$ cat config.mk
export PLATFORM = sky130hd
export DESIGN_NAME = rfe_regfile_top
export DESIGN_NICKNAME = d
export VERILOG_FILES = /design/src/rtl/rfe_pkg.sv /design/src/rtl/rfe_secded_enc.sv /design/src/rtl/rfe_secded_chk.sv /design/src/rtl/rfe_inj_ctrl.sv /design/src/rtl/rfe_ram.sv /design/src/rtl/rfe_regfile_top.sv
export SDC_FILE = /design/constraint.sdc
export NUM_CORES = 2
export LEC_CHECK = 0
export CAP_MARGIN = 20
export CORE_AREA = 3 3 323 325
export CTS_CLUSTER_SIZE = 12
export DETAILED_ROUTE_END_ITERATION = 6
export DIE_AREA = 0 0 326 328
export PLACE_DENSITY_LB_ADDON = 0.2
export SYNTH_ARGS = -nofsm -noshare
export SYNTH_HDL_FRONTEND = slang
export SYNTH_SLANG_ARGS = --single-unit
export TNS_END_PERCENT = 5
$ cat constraint.sdc
create_clock -name clk -period 5 [get_ports clk]
set_input_delay 1 -clock clk [delete_from_list [all_inputs] [get_ports clk]]
set_output_delay 1 -clock clk [all_outputs]
set_load 0.05 [all_outputs]
$ cat src/rtl/rfe_pkg.sv
package rfe_pkg;

  typedef enum logic [1:0] {
    INJ_NONE = 2'b00,
    INJ_ONE  = 2'b01,
    INJ_TWO  = 2'b10,
    INJ_RSVD = 2'b11
  } inj_mode_e;

  localparam int MAX_DATA_W = 256;

  // Number of Hamming check bits for a given data width.
  function automatic int chk_bits(input int dw);
    int k;
    k = 1;
    while ((1 << k) < dw + k + 1) k++;
    return k;
  endfunction

  // Codeword position (1-based) of data bit idx; powers of two are check slots.
  function automatic int data_pos(input int idx);
    int pos;
    int cnt;
    pos = 2;
    cnt = -1;
    while (cnt < idx) begin
      pos++;
      if ((pos & (pos - 1)) != 0) cnt++;
    end
    return pos;
  endfunction

  // Data bits covered by check bit k.
  function automatic logic [MAX_DATA_W-1:0] cover_mask(input int k, input int dw);
    logic [MAX_DATA_W-1:0] m;
    m = '0;
    for (int i = 0; i < dw; i++) begin
      if (((data_pos(i) >> k) & 1) == 1) m[i] = 1'b1;
    end
    return m;
  endfunction

endpackage

$ cat src/rtl/rfe_secded_enc.sv
module rfe_secded_enc #(
  parameter int DATA_W = 32,
  parameter int CHK_W  = rfe_pkg::chk_bits(DATA_W)
) (
  input  logic [DATA_W-1:0] data_i,
  output logic [CHK_W-1:0]  chk_o,
  output logic              par_o
);

  for (genvar k = 0; k < CHK_W; k++) begin : g_chk
    localparam logic [rfe_pkg::MAX_DATA_W-1:0] FULL_MASK = rfe_pkg::cover_mask(k, DATA_W);
    assign chk_o[k] = ^(data_i & FULL_MASK[DATA_W-1:0]);
  end

  assign par_o = (^data_i) ^ (^chk_o);

endmodule

$ cat src/rtl/rfe_secded_chk.sv
module rfe_secded_chk #(
  parameter int DATA_W = 32,
  parameter int CHK_W  = rfe_pkg::chk_bits(DATA_W)
) (
  input  logic [DATA_W-1:0] data_i,
  input  logic [CHK_W-1:0]  chk_i,
  input  logic              par_i,
  output logic [DATA_W-1:0] data_o,
  output logic              corr_o,
  output logic              uncorr_o
);

  logic [CHK_W-1:0]  chk_calc;
  logic              par_unused;
  logic [CHK_W-1:0]  syndrome;
  logic              overall;
  logic [DATA_W-1:0] fix_mask;

  rfe_secded_enc #(.DATA_W(DATA_W), .CHK_W(CHK_W)) u_recalc (
    .data_i(data_i),
    .chk_o (chk_calc),
    .par_o (par_unused)
  );

  assign syndrome = chk_i ^ chk_calc;
  assign overall  = (^data_i) ^ (^chk_i) ^ par_i;

  for (genvar i = 0; i < DATA_W; i++) begin : g_fix
    localparam int POS = rfe_pkg::data_pos(i);
    assign fix_mask[i] = overall && (syndrome == CHK_W'(POS));
  end

  assign corr_o   = overall;
  assign uncorr_o = !overall && (syndrome != '0);
  assign data_o   = data_i ^ fix_mask;

  // a double fault passes data through untouched
  always_comb begin
    if (uncorr_o) a_r7_double_passthru: assert (data_o == data_i);
  end

endmodule

$ cat src/rtl/rfe_inj_ctrl.sv
module rfe_inj_ctrl #(
  parameter int DATA_W = 32
) (
  input  logic              clk,
  input  logic              rst,
  input  logic              ctl_wr_en,
  input  logic [1:0]        ctl_wr_data,
  input  logic              wr_fire,
  output logic [1:0]        mode_o,
  output logic [DATA_W-1:0] flip_mask_o
);
  import rfe_pkg::*;

  inj_mode_e mode_q;

  always_ff @(posedge clk) begin
    if (rst) begin
      mode_q <= INJ_NONE;
    end else if (ctl_wr_en) begin
      mode_q <= (inj_mode_e'(ctl_wr_data) == INJ_RSVD) ? INJ_NONE : inj_mode_e'(ctl_wr_data);
    end else if (wr_fire && mode_q != INJ_NONE) begin
      mode_q <= INJ_NONE;
    end
  end

  always_comb begin
    flip_mask_o = '0;
    if (wr_fire) begin
      case (mode_q)
        INJ_ONE: flip_mask_o[0] = 1'b1;
        INJ_TWO: flip_mask_o[1:0] = 2'b11;
        default: flip_mask_o = '0;
      endcase
    end
  end

  assign mode_o = mode_q;

  a_r5_self_clear: assert property (@(posedge clk) disable iff (rst)
    (wr_fire && mode_q != INJ_NONE && !ctl_wr_en) |=> (mode_q == INJ_NONE));

  a_r4_idle_keeps: assert property (@(posedge clk) disable iff (rst)
    (!wr_fire && !ctl_wr_en) |=> $stable(mode_q));

  a_r3_no_reserved: assert property (@(posedge clk) disable iff (rst)
    mode_q != INJ_RSVD);

endmodule

$ cat src/rtl/rfe_ram.sv
module rfe_ram #(
  parameter int WIDTH  = 39,
  parameter int ADDR_W = 5,
  parameter int NRD    = 2,
  localparam int DEPTH = 1 << ADDR_W
) (
  input  logic              clk,
  input  logic              we,
  input  logic [ADDR_W-1:0] waddr,
  input  logic [WIDTH-1:0]  wdata,
  input  logic [ADDR_W-1:0] raddr [NRD],
  output logic [WIDTH-1:0]  rdata [NRD]
);

  logic [WIDTH-1:0] mem [DEPTH];

  always_ff @(posedge clk) begin
    if (we) mem[waddr] <= wdata;
  end

  for (genvar p = 0; p < NRD; p++) begin : g_rd
    always_ff @(posedge clk) begin
      rdata[p] <= mem[raddr[p]];
    end
  end

endmodule

$ cat src/rtl/rfe_regfile_top.sv
module rfe_regfile_top #(
  parameter int DATA_W = 32,
  parameter int ADDR_W = 5
) (
  input  logic              clk,
  input  logic              rst,
  input  logic              wr_en,
  input  logic [ADDR_W-1:0] wr_addr,
  input  logic [DATA_W-1:0] wr_data,
  input  logic [ADDR_W-1:0] rd_a_addr,
  input  logic [ADDR_W-1:0] rd_b_addr,
  output logic [DATA_W-1:0] rd_a_data,
  output logic              rd_a_corr,
  output logic              rd_a_uncorr,
  output logic [DATA_W-1:0] rd_b_data,
  output logic              rd_b_corr,
  output logic              rd_b_uncorr,
  input  logic              ctl_wr_en,
  input  logic [1:0]        ctl_wr_data,
  output logic [1:0]        ctl_rd_data
);

  localparam int CHK_W = rfe_pkg::chk_bits(DATA_W);
  localparam int CW    = DATA_W + CHK_W + 1;
  localparam int NRD   = 2;

  logic              wr_fire;
  logic [DATA_W-1:0] flip_mask;
  logic [CHK_W-1:0]  enc_chk;
  logic              enc_par;
  logic [CW-1:0]     wr_word;

  logic [ADDR_W-1:0] raddr   [NRD];
  logic [CW-1:0]     rword   [NRD];
  logic              zero_q  [NRD];
  logic [DATA_W-1:0] out_d_q [NRD];
  logic              out_c_q [NRD];
  logic              out_u_q [NRD];

  assign wr_fire = wr_en && (wr_addr != '0);

  rfe_inj_ctrl #(.DATA_W(DATA_W)) u_inj (
    .clk        (clk),
    .rst        (rst),
    .ctl_wr_en  (ctl_wr_en),
    .ctl_wr_data(ctl_wr_data),
    .wr_fire    (wr_fire),
    .mode_o     (ctl_rd_data),
    .flip_mask_o(flip_mask)
  );

  rfe_secded_enc #(.DATA_W(DATA_W), .CHK_W(CHK_W)) u_enc (
    .data_i(wr_data),
    .chk_o (enc_chk),
    .par_o (enc_par)
  );

  assign wr_word = {enc_par, enc_chk, wr_data ^ flip_mask};

  assign raddr[0] = rd_a_addr;
  assign raddr[1] = rd_b_addr;

  rfe_ram #(.WIDTH(CW), .ADDR_W(ADDR_W), .NRD(NRD)) u_ram (
    .clk  (clk),
    .we   (wr_fire),
    .waddr(wr_addr),
    .wdata(wr_word),
    .raddr(raddr),
    .rdata(rword)
  );

  for (genvar p = 0; p < NRD; p++) begin : g_port
    logic [DATA_W-1:0] fixed;
    logic              c_flag;
    logic              u_flag;

    always_ff @(posedge clk) begin
      if (rst) zero_q[p] <= 1'b1;
      else     zero_q[p] <= (raddr[p] == '0);
    end

    rfe_secded_chk #(.DATA_W(DATA_W), .CHK_W(CHK_W)) u_chk (
      .data_i  (rword[p][DATA_W-1:0]),
      .chk_i   (rword[p][DATA_W +: CHK_W]),
      .par_i   (rword[p][CW-1]),
      .data_o  (fixed),
      .corr_o  (c_flag),
      .uncorr_o(u_flag)
    );

    always_ff @(posedge clk) begin
      if (rst || zero_q[p]) begin
        out_d_q[p] <= '0;
        out_c_q[p] <= 1'b0;
        out_u_q[p] <= 1'b0;
      end else begin
        out_d_q[p] <= fixed;
        out_c_q[p] <= c_flag;
        out_u_q[p] <= u_flag;
      end
    end

    a_r10_flags_excl: assert property (@(posedge clk) disable iff (rst)
      !(out_c_q[p] && out_u_q[p]));
  end

  assign rd_a_data   = out_d_q[0];
  assign rd_a_corr   = out_c_q[0];
  assign rd_a_uncorr = out_u_q[0];
  assign rd_b_data   = out_d_q[1];
  assign rd_b_corr   = out_c_q[1];
  assign rd_b_uncorr = out_u_q[1];

  a_r2_zero_read_a: assert property (@(posedge clk) disable iff (rst)
    ($past(rd_a_addr, 2) == '0) |-> (rd_a_data == '0 && !rd_a_corr && !rd_a_uncorr));

  a_r2_zero_read_b: assert property (@(posedge clk) disable iff (rst)
    ($past(rd_b_addr, 2) == '0) |-> (rd_b_data == '0 && !rd_b_corr && !rd_b_uncorr));

endmodule

==> flow_summary_export.csv <==
group,metric,value,unit
cells_and_area,final_cells,4667,
die,coreArea,102000,sq um
sta,tightest_slew,1.13,ns
sta,slew_headroom,24.7,%
power_and_ir_drop,power_density,445,nW/um^2
die,row_count,117,
detailed_routing,drt_pass1_iterations,6,
global_routing,grt_pass1_vias,35900,
sta,fin_crit,3.55,ns
cells_and_area,multi_input_area,22900,sq um
cells_and_area,n_fill_cell,5780,
clocking,cts-resized-gates,0,
logic_synthesis,synth_edf_count,1248,
sta,rsz0062_at_grt,"false",
logic_synthesis,synth_cell_types,38,
power_and_ir_drop,leakage,22.9,nW
detailed_routing,viasPerCell,7.58,
logic_synthesis,synth-seq-cells,1398,
detailed_routing,routed_wl,182000,um
logic_synthesis,synth.area.top_cells,"edfxtp_1 59%, mux4_2 28%, dfxtp_1 4.7%, xnor2_1 1.6%, mux2_2 1.4%",
sta,whs,0.516,ns
outcome,status,"finished clean",
setup_path,endpoint_kind,"flop",
clocking,clk_latency,0.77,ns
clocking,cts_sinks,1398,
logic_synthesis,yosysTopAreaCellShare,58.7,%
placement,io_buffers,122,
logic_synthesis,synth_top_cell_by_area,"edfxtp_1",
cells_and_area,seqCellArea,40500,sq um
cells_and_area,drive_gt1_share,37.5,%
clocking,cts_root_buffer,"clkbuf_16",
logic_synthesis,synth_most_common_cell,"edfxtp_1",
placement,gp_congestion,0.903,
worst_hold_path,worstHoldPathType,"reg2reg",
logic_synthesis,ys_warn_count,0,
cells_and_area,finalNetCount,3246,
sta,fin_skew,0.0248,ns
clocking,clk_pin_slew_worst_paths,0.06,ns
logic_synthesis,ys.flop_type,"edfxtp_1",
clocking,cts_buffers,145,
setup_path,path_max_fanout,30,
die,die-area,107000,sq um
detailed_routing,drcViolationCount,0,
detailed_routing,wire_per_inst,38.9,um
die,io_pins,123,
flow_run,cap_violations,0,
logic_synthesis,synthCells,2970,
clocking,cts_buffer_depth,3,
die,start_util,62.7,%
setup_path,cp.arrival,4.21,ns
power_and_ir_drop,finalPower,32.3,mW
clocking,h-tree-depth,4,
placement,place_hpwl,104000,um
placement,placed_cells,4407,
global_routing,grt_max_degree,80,
detailed_routing,ant_nets,0,
sta,setup-tns-final,0,ns
die,die_w,326,um
logic_synthesis,synth_common_cells,"1248 x edfxtp_1, 780 x mux4_2, 158 x clkbuf_1, 150 x dfxtp_1, 120 x xnor2_1",
global_routing,track_usage,34.8,%
sta,setup_violations,0,
global_routing,overflow,0,
cells_and_area,synthToLayoutAreaGrowth,13.7,%
sta,fmax,0.282,GHz
logic_synthesis,syn_area,63800,sq um
logic_synthesis,synthArstFlopShare,0,%
clocking,tritoncts,"built",
setup_path,timing_worst_setup_path_type,"reg2reg",
setup_path,start_kind,"flop",
cells_and_area,fin_util,71.3,%
setup_path,worstPathRequired,5.66,ns
logic_synthesis,postSynthAreaPerCell,21.5,sq um
die,die_h,328,um
sta,finalCritPeriodShare,70.9,%
global_routing,grt_pass1_wl,261000,um
global_routing,grt_antenna_before_repair,7,
sta,slew_violations,0,
detailed_routing,via_count,35400,
sta,finalHoldViolations,0,
logic_synthesis,seq_area_frac_synth,63.4,%
detailed_routing,drt_iter0_drc,6150,
power_and_ir_drop,irDropWorstVdd,848,uV
clocking,cts_setup_buffers,0,
clocking,cts-hold-fix-buffers,0,
-- placed cells by master, fill, tap and decap left out, types with 39 or more instances in the layout --
master,instances
clkbuf_16,150
clkdlybuf4s50_1,112
clkbuf_1,50
edfxtp_1,1248
dfxtp_1,150
xnor2_1,113
o31ai_1,64
a21oi_1,66
mux2_2,78
or4_1,66
buf_4,78
conb_1,39
buf_12,54
mux4_2,780
-- report_power, final --
part	total, mW	internal (mW)	switching [mW]
registers	14.1	13.7	0.328
clock network	10.3	5.93	4.42
logic	7.89	2.69	5.19
-- cell families (layout without fill, tap and decap cells) --
kind of cell | count (synthesis) | in the layout | synth area share [%]
adder cells (fa/ha/maj) | 2 | 2 | 0.0392
multiplexers | 858 | 858 | 28.9
XOR/XNOR | 190 | 190 | 3.45
AND/OR/NAND/NOR | 162 | 162 | 1.46
other | 1 | 41 | 0.00588
buffers and inverters | 224 | 513 | 1.35
flip-flops | 1398 | 1398 | 63.4
AO/OA/AOI/OAI | 135 | 135 | 1.34
-- layout make-up --
cell class	instances	area share [%]
clock buffers	215	5.70
well taps	1368	2.36
clock inverters	38	0.495
inverters	4	0.0207
multi-input cells	1386	31.6
diodes	2	0.00690
repair buffers	256	4.05
flip-flops and latches	1398	55.8
-- state kept, by name, summed over array words and instances (netlist names) --
register,count
out_c_q,2
out_d_q,64
out_u_q,2
u_inj.mode_o,2
u_ram.mem,1248
u_ram.rdata,78
zero_q,2
-- per-layer routing --
layer | GRT usage, % | up-vias | part of all wire [%]
met5 | 0 | - | 0.0072
met4 | 13.2 | 2 | 4.2
met3 | 9.55 | 426 | 13
met2 | 53.6 | 2809 | 48
met1 | 48.8 | 18800 | 35
li1 | - | 13400 | -
-- through the flow --
stage	area, sq um	worst slack (ns)
floorplan	63900	0.654
global placement	68000	0.834
detailed placement	68000	0.763
CTS	72400	1.52
global route	72500	1.31
finish	72500	1.45
-- critical path, cell delays in order (launching register included) --
cell and delay (ns):
dfxtp_1 0.56, xor3_1 0.53, xnor3_1 0.23, xnor3_1 0.43, xor3_2 0.38, nand2_1 0.48, or4_1 0.60, a21oi_1 0.21
-- path summary, 6_finish.rpt --
kind                    end            start  cells past startpoint  slack, ns
min          out_d_q[1][18]  u_ram.rdata[18]                      2       0.52
max reg2reg  out_d_q[0][25]  u_ram.rdata[53]                      7       1.45
max          out_d_q[0][25]  u_ram.rdata[53]                      7       1.45
min reg2reg  out_d_q[1][18]  u_ram.rdata[18]                      2       0.52
Power figures use the tool's default switching activity.
